$ cat src/rtl/fcs_pkg.sv
package fcs_pkg;

    typedef enum logic [1:0] {
        OP_PROG = 2'b00,
        OP_SECT = 2'b01,
        OP_CHIP = 2'b10,
        OP_NONE = 2'b11
    } fcs_op_e;

    typedef enum logic [2:0] {
        S_IDLE,
        S_SETUP,
        S_PULSE,
        S_PGAP,
        S_PRD,
        S_PSMP
    } fcs_state_e;

    localparam logic [15:0] KEY_ADDR_A = 16'h5555;
    localparam logic [15:0] KEY_ADDR_B = 16'h2AAA;
    localparam logic [7:0]  KEY_DATA_A = 8'hAA;
    localparam logic [7:0]  KEY_DATA_B = 8'h55;
    localparam logic [7:0]  CMD_PROG   = 8'hA0;
    localparam logic [7:0]  CMD_ERASE  = 8'h80;
    localparam logic [7:0]  CMD_CHIP   = 8'h10;
    localparam logic [7:0]  CMD_SECT   = 8'h30;

    // index of the final write step for an operation
    function automatic logic [2:0] final_step(input fcs_op_e op);
        return (op == OP_PROG) ? 3'd3 : 3'd5;
    endfunction

endpackage

$ cat src/rtl/fcs_step_rom.sv
module fcs_step_rom
    import fcs_pkg::*;
#(
    parameter int ADDR_W = 20
) (
    input  fcs_op_e             op_i,
    input  logic [2:0]          step_i,
    input  logic [ADDR_W-1:0]   tgt_addr_i,
    input  logic [7:0]          tgt_data_i,
    output logic [ADDR_W-1:0]   addr_o,
    output logic [7:0]          data_o
);

    localparam logic [ADDR_W-1:0] ADR_A = ADDR_W'(KEY_ADDR_A);
    localparam logic [ADDR_W-1:0] ADR_B = ADDR_W'(KEY_ADDR_B);

    always_comb begin
        addr_o = ADR_A;
        data_o = KEY_DATA_A;
        unique case (step_i)
            3'd0: begin
                addr_o = ADR_A;
                data_o = KEY_DATA_A;
            end
            3'd1, 3'd4: begin
                addr_o = ADR_B;
                data_o = KEY_DATA_B;
            end
            3'd2: begin
                addr_o = ADR_A;
                data_o = (op_i == OP_PROG) ? CMD_PROG : CMD_ERASE;
            end
            3'd3: begin
                // program: target write; erase: second unlock starts
                addr_o = (op_i == OP_PROG) ? tgt_addr_i : ADR_A;
                data_o = (op_i == OP_PROG) ? tgt_data_i : KEY_DATA_A;
            end
            3'd5: begin
                addr_o = (op_i == OP_CHIP) ? ADR_A : tgt_addr_i;
                data_o = (op_i == OP_CHIP) ? CMD_CHIP : CMD_SECT;
            end
            default: begin
                addr_o = ADR_A;
                data_o = KEY_DATA_A;
            end
        endcase
    end

endmodule

$ cat src/rtl/fcs_strobe_timer.sv
module fcs_strobe_timer #(
    parameter int WE_LOW = 2
) (
    input  logic clk,
    input  logic rst_n,
    input  logic run_i,
    output logic expire_o
);

    localparam int CW = (WE_LOW > 1) ? $clog2(WE_LOW) : 1;
    localparam logic [CW-1:0] RELOAD = CW'(WE_LOW - 1);

    logic [CW-1:0] cnt_q;

    always_ff @(posedge clk or negedge rst_n) begin
        if (!rst_n) begin
            cnt_q <= RELOAD;
        end else if (!run_i) begin
            cnt_q <= RELOAD;
        end else if (cnt_q != '0) begin
            cnt_q <= cnt_q - 1'b1;
        end
    end

    assign expire_o = run_i && (cnt_q == '0);

    // a pulse never outlasts its configured width
    a_r5_timer_bounded: assert property (@(posedge clk) disable iff (!rst_n)
        run_i && !expire_o |=> cnt_q < $past(cnt_q) || !run_i);

endmodule

$ cat src/rtl/fcs_poll_judge.sv
module fcs_poll_judge #(
    parameter int MAX_POLLS = 1024
) (
    input  logic clk,
    input  logic rst_n,
    input  logic clear_i,
    input  logic sample_i,
    input  logic is_prog_i,
    input  logic want7_i,
    input  logic rd7_i,
    output logic complete_o,
    output logic exhausted_o
);

    localparam int PW = $clog2(MAX_POLLS) + 1;
    localparam logic [PW-1:0] LAST = PW'(MAX_POLLS - 1);

    logic [PW-1:0] cnt_q;
    logic          rule_met;

    // program ends when bit 7 matches; erase ends when bit 7 reads 1
    assign rule_met    = is_prog_i ? (rd7_i == want7_i) : rd7_i;
    assign complete_o  = sample_i && rule_met;
    assign exhausted_o = sample_i && !rule_met && (cnt_q == LAST);

    always_ff @(posedge clk or negedge rst_n) begin
        if (!rst_n) begin
            cnt_q <= '0;
        end else if (clear_i) begin
            cnt_q <= '0;
        end else if (sample_i && cnt_q != LAST) begin
            cnt_q <= cnt_q + 1'b1;
        end
    end

    // the read counter never passes the limit
    a_r9_count_in_range: assert property (@(posedge clk) disable iff (!rst_n)
        cnt_q <= LAST);

endmodule

$ cat src/rtl/flash_cmd_seq.sv
module flash_cmd_seq
    import fcs_pkg::*;
#(
    parameter int ADDR_W    = 20,
    parameter int WE_LOW    = 2,
    parameter int MAX_POLLS = 1024
) (
    input  logic              clk,
    input  logic              rst_n,
    input  logic              start_i,
    input  logic [1:0]        op_i,
    input  logic [ADDR_W-1:0] addr_i,
    input  logic [7:0]        data_i,
    output logic              busy_o,
    output logic              done_o,
    output logic              timeout_o,
    output logic [ADDR_W-1:0] fl_addr_o,
    output logic [7:0]        fl_dq_o,
    output logic              fl_dq_oe_o,
    input  logic              fl_q7_i,
    output logic              fl_ce_n_o,
    output logic              fl_oe_n_o,
    output logic              fl_we_n_o
);

    fcs_state_e        state_q, state_d;
    fcs_op_e           op_q;
    logic [ADDR_W-1:0] addr_q;
    logic [7:0]        data_q;
    logic [2:0]        step_q;
    logic              done_q, tmo_q;

    logic              accept, pulse_end, last_step;
    logic              complete, exhausted;
    logic [ADDR_W-1:0] rom_addr;
    logic [7:0]        rom_data;

    assign accept    = (state_q == S_IDLE) && start_i && (fcs_op_e'(op_i) != OP_NONE);
    assign last_step = (step_q == final_step(op_q));

    fcs_step_rom #(.ADDR_W(ADDR_W)) u_rom (
        .op_i       (op_q),
        .step_i     (step_q),
        .tgt_addr_i (addr_q),
        .tgt_data_i (data_q),
        .addr_o     (rom_addr),
        .data_o     (rom_data)
    );

    fcs_strobe_timer #(.WE_LOW(WE_LOW)) u_tmr (
        .clk      (clk),
        .rst_n    (rst_n),
        .run_i    (state_q == S_PULSE),
        .expire_o (pulse_end)
    );

    fcs_poll_judge #(.MAX_POLLS(MAX_POLLS)) u_judge (
        .clk         (clk),
        .rst_n       (rst_n),
        .clear_i     (accept),
        .sample_i    (state_q == S_PSMP),
        .is_prog_i   (op_q == OP_PROG),
        .want7_i     (data_q[7]),
        .rd7_i       (fl_q7_i),
        .complete_o  (complete),
        .exhausted_o (exhausted)
    );

    // next state
    always_comb begin
        state_d = state_q;
        unique case (state_q)
            S_IDLE:  if (accept) state_d = S_SETUP;
            S_SETUP: state_d = S_PULSE;
            S_PULSE: if (pulse_end) state_d = last_step ? S_PGAP : S_SETUP;
            S_PGAP:  state_d = S_PRD;
            S_PRD:   state_d = S_PSMP;
            S_PSMP:  state_d = (complete || exhausted) ? S_IDLE : S_PGAP;
            default: state_d = S_IDLE;
        endcase
    end

    // state register and command context
    always_ff @(posedge clk or negedge rst_n) begin
        if (!rst_n) begin
            state_q <= S_IDLE;
            op_q    <= OP_PROG;
            addr_q  <= '0;
            data_q  <= '0;
            step_q  <= '0;
            done_q  <= 1'b0;
            tmo_q   <= 1'b0;
        end else begin
            state_q <= state_d;
            done_q  <= (state_q == S_PSMP) && complete;
            tmo_q   <= (state_q == S_PSMP) && exhausted;
            if (accept) begin
                op_q   <= fcs_op_e'(op_i);
                addr_q <= addr_i;
                data_q <= data_i;
                step_q <= '0;
            end else if (state_q == S_PULSE && pulse_end && !last_step) begin
                step_q <= step_q + 1'b1;
            end
        end
    end

    // outputs
    always_comb begin
        fl_addr_o  = '0;
        fl_dq_o    = '0;
        fl_dq_oe_o = 1'b0;
        fl_ce_n_o  = 1'b1;
        fl_oe_n_o  = 1'b1;
        fl_we_n_o  = 1'b1;
        unique case (state_q)
            S_IDLE: ;
            S_SETUP, S_PULSE: begin
                fl_addr_o  = rom_addr;
                fl_dq_o    = rom_data;
                fl_dq_oe_o = 1'b1;
                fl_ce_n_o  = 1'b0;
                fl_we_n_o  = (state_q == S_SETUP);
            end
            S_PGAP: fl_addr_o = addr_q;
            S_PRD, S_PSMP: begin
                fl_addr_o = addr_q;
                fl_ce_n_o = 1'b0;
                fl_oe_n_o = 1'b0;
            end
            default: ;
        endcase
    end

    assign busy_o    = (state_q != S_IDLE);
    assign done_o    = done_q;
    assign timeout_o = tmo_q;

    // write strobe only with chip selected, read disabled, bus driven
    a_r5_write_context: assert property (@(posedge clk) disable iff (!rst_n)
        !fl_we_n_o |-> !fl_ce_n_o && fl_oe_n_o && fl_dq_oe_o);

    // address and data unchanged from setup through the whole low pulse
    a_r5_bus_stable: assert property (@(posedge clk) disable iff (!rst_n)
        !fl_we_n_o |-> $stable(fl_addr_o) && $stable(fl_dq_o));

    // poll read never drives the data bus nor strobes a write
    a_r12_read_context: assert property (@(posedge clk) disable iff (!rst_n)
        !fl_oe_n_o |-> !fl_dq_oe_o && fl_we_n_o && !fl_ce_n_o);

    // done lasts one clock and busy has already dropped
    a_r8_done_single: assert property (@(posedge clk) disable iff (!rst_n)
        done_o |=> !done_o);
    a_r8_done_idle: assert property (@(posedge clk) disable iff (!rst_n)
        done_o |-> !busy_o);

    // timeout and done never coincide
    a_r9_exclusive: assert property (@(posedge clk) disable iff (!rst_n)
        !(done_o && timeout_o));

    // a request while busy leaves the command context untouched
    a_r10_ignore_busy: assert property (@(posedge clk) disable iff (!rst_n)
        busy_o && start_i |=> $stable(addr_q) && $stable(op_q) && $stable(data_q));

    // reserved code does not start anything
    a_r11_reserved: assert property (@(posedge clk) disable iff (!rst_n)
        !busy_o && start_i && op_i == 2'b11 |=> !busy_o);

endmodule

$ cat config.mk
export PLATFORM = sky130hd
export DESIGN_NAME = flash_cmd_seq
export DESIGN_NICKNAME = d
export VERILOG_FILES = /design/src/rtl/fcs_pkg.sv /design/src/rtl/fcs_step_rom.sv /design/src/rtl/fcs_strobe_timer.sv /design/src/rtl/fcs_poll_judge.sv /design/src/rtl/flash_cmd_seq.sv
export SDC_FILE = /design/constraint.sdc
export NUM_CORES = 1
export LEC_CHECK = 0
export BUFFER_PORTS_ARGS = -buffer_cell sky130_fd_sc_hd__buf_2
export CAP_MARGIN = 0
export CORE_ASPECT_RATIO = 1.2
export CORE_UTILIZATION = 56
export DETAILED_ROUTE_END_ITERATION = 16
export HOLD_SLACK_MARGIN = 0.1
export PLACE_DENSITY = 0.88
export SYNTH_ARGS = -nofsm -noshare
export SYNTH_HDL_FRONTEND = slang
export SYNTH_SLANG_ARGS = --single-unit
export TNS_END_PERCENT = 30
$ cat constraint.sdc
create_clock -name clk -period 3.19 [get_ports clk]
set_clock_uncertainty 0.2 [all_clocks]
set_input_delay 0.319 -clock clk [delete_from_list [all_inputs] [get_ports clk]]
set_output_delay 0.319 -clock clk [all_outputs]
set_load 0.01 [all_outputs]
==> results of run 1 <==
kinds of logic after synthesis:
group / Yosys count / share of synthesized area [%]
buf+inv: 31 / 5.231
fa+ha+maj: 6 / 2.615
simple gates: 144 / 23.37
mux: 4 / 1.569
xor+xnor: 3 / 0.9156
flops: 50 / 43.64
compound gates: 89 / 22.67
state kept, by name (all words and copies together) (netlist names):
name / count
u_tmr.cnt_q: 1
timeout_o: 1
addr_q: 20
op_q: 2
state_q: 3
u_judge.cnt_q: 11
done_o: 1
data_q: 8
step_q: 3
worst max-delay path, delay by kind of cell (launching register included):
family,cells,cell delay [ns]
DFF,1,0.51
AOI/OAI and AO/OA,2,0.62
and+or+nand+nor,2,0.31
adders and majority gates,2,0.48
buffers and inverters,1,0.16
routing by layer:
layer,global-route usage [%],vias to the layer above
met5,0,-
met4,11.70,0
met3,5.398,19
met2,53.80,101
met1,33.95,1310
li1,-,1332
cell type report:
type | count | area (sq um) | share of cell area, %
repair buffers | 102 | 685.7 | 18.82
multi-input cells | 246 | 1468 | 40.28
flip-flops and latches | 50 | 1252 | 34.38
clock inverters | 2 | 16.27 | 0.4464
inverters | 17 | 63.81 | 1.751
clock buffers | 6 | 82.58 | 2.266
well taps | 60 | 75.07 | 2.060
where the power goes:
part           switching (mW)  internal, mW
clock                   0.224         0.179
combinational           0.869         0.639
sequential              0.238         0.870
total                    1.33          1.69
worst paths after layout:
check / slack [ns] / to
min: 0.17 / done_o$_DFF_PN0_
min in group asynchronous: 0.55 / done_o$_DFF_PN0_
min reg2reg: 0.29 / addr_q[6]$_DFFE_PN0P_
max reg2reg: 0.86 / addr_q[9]$_DFFE_PN0P_
max: 0.29 / fl_addr_o[16]
max in group asynchronous: 1.57 / addr_q[0]$_DFFE_PN0P_
cells in the mapped netlist (4+ instances only):
| master | number | area, sq um |
|---|---|---|
| nand2_1 | 88 | 330.3 |
| dfrtp_1 | 49 | 1226 |
| inv_1 | 17 | 63.81 |
| nor2_1 | 15 | 56.30 |
| o21ai_0 | 15 | 75.07 |
| a21oi_1 | 12 | 60.06 |
| o21a_1 | 10 | 75.07 |
| a31oi_1 | 8 | 50.05 |
| o21ai_1 | 8 | 40.04 |
| buf_2 | 6 | 30.03 |
| ha_1 | 6 | 75.07 |
| nand3_1 | 6 | 30.03 |
| a21boi_1 | 5 | 37.54 |
| o211ai_1 | 4 | 30.03 |
per-stage QoR:
stage,util (%),setup WS (ns),std cells,total power [mW],hold WS [ns]
detailed placement,65.48,0.7438,444,2.561,0.2650
global route,73.76,0.1308,483,3.250,0.1884
global placement,65.48,0.8242,444,2.498,0.2582
floorplan,-,0.9602,327,2.081,-0.1766
finish,73.76,0.2874,483,3.019,0.1669
CTS,73.76,0.3785,483,3.002,0.1642
what timing repair did:
item,4_1_cts,5_1_grt
hold endpoints to repair,79,0
setup endpoints to repair,0,0
hold buffers,31,0
==> impl_metrics.py, run 1 <==
metrics = {
    "floorplan": {
        "rows": 28,
        "start_util_pct": 58.11,
        "die_area_sq_um": 5417,
        "die_w_um": 67.36,
        "core-area_sq_um": 4940,
        "fp.dieH_um": 80.43,
        "boundaryPins": 69,
    },
    "timing": {
        "final-setup-viol-count": 0,
        "slew_viol_final": 0,
        "rsz0062_at_grt": "no",
        "period_share_pct": 90.99,
        "fmax_mhz": 344.5,
        "worst_pin_slew_ns": 1.097,
        "fin_setup_tns_ns": 0,
        "period_minus_slack_ns": 2.903,
        "hold_violations": 0,
        "max_slew_margin_pct": 26.88,
    },
    "clock_tree": {
        "post_cts_resized": 0,
        "clk_latency_ns": 0.31,
        "path_clk_slew_ns": 0.10,
        "root_buffer": "clkbuf_8",
        "clockBufferDepth": 2,
        "postCtsSetupRepairBufs": 0,
        "cts_tree": "done",
        "cts_sinks": 50,
        "htree_levels": 2,
        "numCtsBuffers": 5,
    },
    "worst_setup_path": {
        "critPathRequiredTime_ns": 2.67,
        "r2r_cells": 5,
        "cp_max_fo": 8,
        "crit-reg2reg-launch": "state_q[1]$_DFFE_PN0P_",
        "end_kind": "output port",
        "worst_path_largest_cell_delay_ns": 0.51,
        "crit_top_cell": "ha_1",
        "worstSetupPathType": "reg -> out",
        "cpMaxStageDelayCell": "dfrtp_1",
        "startpoint": "step_q[0]$_DFFE_PN0P_",
        "cp_cell_sequence": "ha_1 -> ha_1 -> nand2b_1 -> a221oi_4 -> nand2_2 -> a21boi_1 -> buf_2",
        "arrival_ns": 2.38,
        "worstSetupStartpointType": "flop",
    },
    "grt": {
        "grt_pass1_wl_um": 11990,
        "grtUsageTotal_pct": 29.86,
        "grt_max_degree": 51,
        "first_global_vias": 2649,
        "antenna_found_initial": 0,
        "grt_overflow": 0,
    },
    "layout": {
        "num_antenna_cells": 0,
        "final_cell_mix": "nand2_1 (88), buf_2 (68), dfrtp_1 (49)",
        "area_delta_synth_final_pct": 26.94,
        "final_layout_size_suffix_gt1_share_pct": 22.70,
        "fin_nets": 462,
        "fin_area_sq_um": 3643,
        "layout_commonest_cell": "nand2_1",
        "n_fill_cell": 330,
    },
    "placed_design": {
        "hpwl_um": 4845,
        "gp_congestion": 0.9295,
        "place_area_sq_um": 3234,
        "port_buffers": 68,
    },
    "power_and_ir_drop": {
        "leakagePower_nw": 1.780,
        "ir_drop_uv": 571.4,
        "cellPowerDensity_nw_per_um2": 828.5,
    },
    "yosys": {
        "seq_area_frac_synth_pct": 43.64,
        "ys.warnings.count": 0,
        "synth-edff-count": 0,
        "synthArstFlopShare_pct": 100.0,
        "synth_cell_types": 64,
        "synthCells": 327,
        "synth-seq-cells": 50,
        "synthFlopType": "dfrtp_1",
        "syn_nets": 367,
        "syn_area_per_cell_sq_um": 8.778,
        "syn_area_sq_um": 2870,
    },
    "route": {
        "first_pass_iters": 4,
        "ant_nets": 0,
        "dr_wl_met3_um": 341,
        "route.met2.wl_um": 3882,
        "routed.top_layer": "met4",
        "viasPerCell": 5.718,
        "drc": 0,
        "drt_wl_total_um": 7365,
        "drtIter0Drc": 206,
        "wl_met1_um": 2925,
        "wl_per_cell_um": 15.25,
        "vias": 2762,
    },
    "run_status": {
        "status": "completed",
    },
    "worst_hold_path": {
        "hold_depth": 3,
        "hold_class": "in -> reg",
        "hp-start": "fl_q7_i",
    },
    "flow_run": {
        "cap_violations": 0,
    },
}
Power figures use the tool's default switching activity.
==> run 2: changes to the inputs <==
--- a/config.mk
+++ b/config.mk
@@ -7,8 +7,8 @@
 export LEC_CHECK = 0
 export BUFFER_PORTS_ARGS = -buffer_cell sky130_fd_sc_hd__buf_2
 export CAP_MARGIN = 0
-export CORE_ASPECT_RATIO = 1.2
 export CORE_UTILIZATION = 56
+export CTS_BUF_LIST = sky130_fd_sc_hd__clkbuf_4
 export DETAILED_ROUTE_END_ITERATION = 16
 export HOLD_SLACK_MARGIN = 0.1
 export PLACE_DENSITY = 0.88
==> impl_metrics.py, run 2 (same netlist as run 1, synthesis figures left out) <==
metrics = {
    "placed_design": {
        "hpwl_um": 4667,
        "placed_cells": 452,
        "port_buffers": 68,
        "gp_congestion": 0.9262,
    },
    "route": {
        "vias": 2698,
        "ant_nets": 0,
        "first_pass_iters": 4,
        "wl_per_cell_um": 14.31,
        "drc": 0,
        "viasPerCell": 5.484,
        "drtIter0Drc": 111,
        "drt_wl_total_um": 7039,
    },
    "power_and_ir_drop": {
        "intPower_mw": 1.685,
        "ir_drop_uv": 571.5,
        "seqPwrFrac_pct": 37.1,
        "p_comb_share_pct": 50.4,
        "p_sw_mw": 1.274,
        "cellPowerDensity_nw_per_um2": 813.5,
        "power_frac_clock_pct": 12.4,
        "swShare_pct": 43.06,
        "leakagePower_nw": 1.782,
    },
    "layout": {
        "final_layout_size_suffix_gt1_share_pct": 22.59,
        "top_register": "addr_q",
        "largest_register_ffs": 20,
        "area_delta_synth_final_pct": 26.72,
        "reg_top3": "addr_q x20, u_judge.cnt_q x11, data_q x8",
        "layout_commonest_cell": "nand2_1",
        "final_cell_mix": "nand2_1 (88), buf_2 (68), dfrtp_1 (49)",
        "fin_nets": 464,
        "fin_cells": 492,
        "num_antenna_cells": 0,
    },
    "grt": {
        "antenna_found_initial": 0,
        "first_global_vias": 2614,
        "grt_overflow": 0,
        "grtUsageTotal_pct": 27.35,
        "grt_max_degree": 51,
        "grt_pass1_wl_um": 11370,
    },
    "clock_tree": {
        "clk_latency_ns": 0.36,
        "htree_levels": 2,
        "post_cts_resized": 0,
        "clockBufferDepth": 2,
        "root_buffer": "clkbuf_4",
        "path_clk_slew_ns": 0.14,
        "cts_sinks": 50,
        "cts_tree": "done",
        "numCtsBuffers": 5,
    },
    "worst_setup_path": {
        "worstSetupPathType": "reg -> out",
        "cpMaxStageDelayCell": "dfrtp_1",
        "crit_top_cell": "ha_1",
        "cp_cell_sequence": "ha_1 -> ha_1 -> nand2b_1 -> a221oi_4 -> nand2_2 -> a21boi_1 -> buf_2",
        "critPathRequiredTime_ns": 2.67,
        "path_delay_family": "compound AO/OA/AOI/OAI gates",
        "r2r_setup_slack_ns": 1.00,
        "end_kind": "output port",
        "worstSetupStartpointType": "flop",
        "cp_max_fo": 8,
        "crit_buf_inv": 1,
        "worst_path_largest_cell_delay_ns": 0.51,
        "arrival_ns": 2.41,
    },
    "timing": {
        "fmax_mhz": 341.2,
        "period_share_pct": 91.88,
        "max_slew_margin_pct": 27.83,
        "slew_viol_final": 0,
        "hold_violations": 0,
        "period_minus_slack_ns": 2.931,
        "final-setup-viol-count": 0,
        "fin_setup_tns_ns": 0,
        "worst_pin_slew_ns": 1.083,
        "rsz0062_at_grt": "no",
    },
    "floorplan": {
        "die_area_sq_um": 5415,
        "rows": 25,
        "boundaryPins": 69,
        "fp.dieH_um": 73.59,
        "start_util_pct": 59.58,
        "core-area_sq_um": 4817,
        "die_w_um": 73.59,
    },
    "run_status": {
        "status": "completed",
    },
    "flow_run": {
        "cap_violations": 0,
    },
    "worst_hold_path": {
        "hold_class": "in -> reg",
    },
}
[run 2: stage by stage]
step	util, %	hold WS, ns	total power, mW	setup slack, ns	cell area, sq um
2_1_floorplan	-	-0.1766	2.081	0.9602	2870
3_3_place_gp	67.22	0.2574	2.482	0.7918	3238
3_5_place_dp	67.22	0.2558	2.537	0.7022	3238
4_1_cts	75.51	0.1090	2.949	0.2853	3637
5_1_grt	75.51	0.1286	3.184	0.08194	3637
6_report	75.51	0.1104	2.959	0.2592	3637
[run 2: layer usage]
metal	track usage, %	up-vias	wire [um]
met5	0	-	0
met4	9.829	0	65
met3	5.075	8	313
met2	49.24	75	3513
met1	32.41	1279	3147
li1	-	1336	-
[run 2: timing repair]
item | 4_1_cts | 5_1_grt
buffers inserted | 0 | 0
hold endpoints to repair | 79 | 0
hold buffers | 32 | 0
[run 2: worst reg2reg max path, cell delays in order, from the launching register on]
cell and delay (ns):
dfrtp_1 0.59, nor3_2 0.36, and2_1 0.47, buf_4 0.32, nand2_1 0.09, o21ai_0 0.08
[run 2: worst paths after layout]
check / from / to / depth (start not counted)
max: step_q[0]$_DFFE_PN0P_ / fl_addr_o[16] / 7
min: fl_q7_i / done_o$_DFF_PN0_ / 3
max reg2reg: state_q[2]$_DFFE_PN0P_ / addr_q[9]$_DFFE_PN0P_ / 5
min reg2reg: addr_q[19]$_DFFE_PN0P_ / addr_q[19]$_DFFE_PN0P_ / 2
max in group asynchronous: rst_n / u_judge.cnt_q[2]$_DFFE_PN0P_ / 2
min in group asynchronous: rst_n / op_q[0]$_DFFE_PN0P_ / 2
[run 2: layout make-up]
class / instances / area [sq um]
timing repair buffer: 104 / 690.7
multi-input combinational: 246 / 1468
clock buffer: 6 / 45.04
tap: 67 / 83.83
clock inverter: 2 / 33.78
sequential: 50 / 1252
inverter: 17 / 63.81
fill: 356 / 1180
[run 2: power groups by stage]
stage | clock network (mW) | registers, mW | logic, mW
floorplan | 0 | 1.01 | 1.07
global placement | 0 | 1.10 | 1.39
detailed placement | 0 | 1.11 | 1.43
CTS | 0.373 | 1.10 | 1.48
global route | 0.391 | 1.13 | 1.66
finish | 0.368 | 1.10 | 1.49
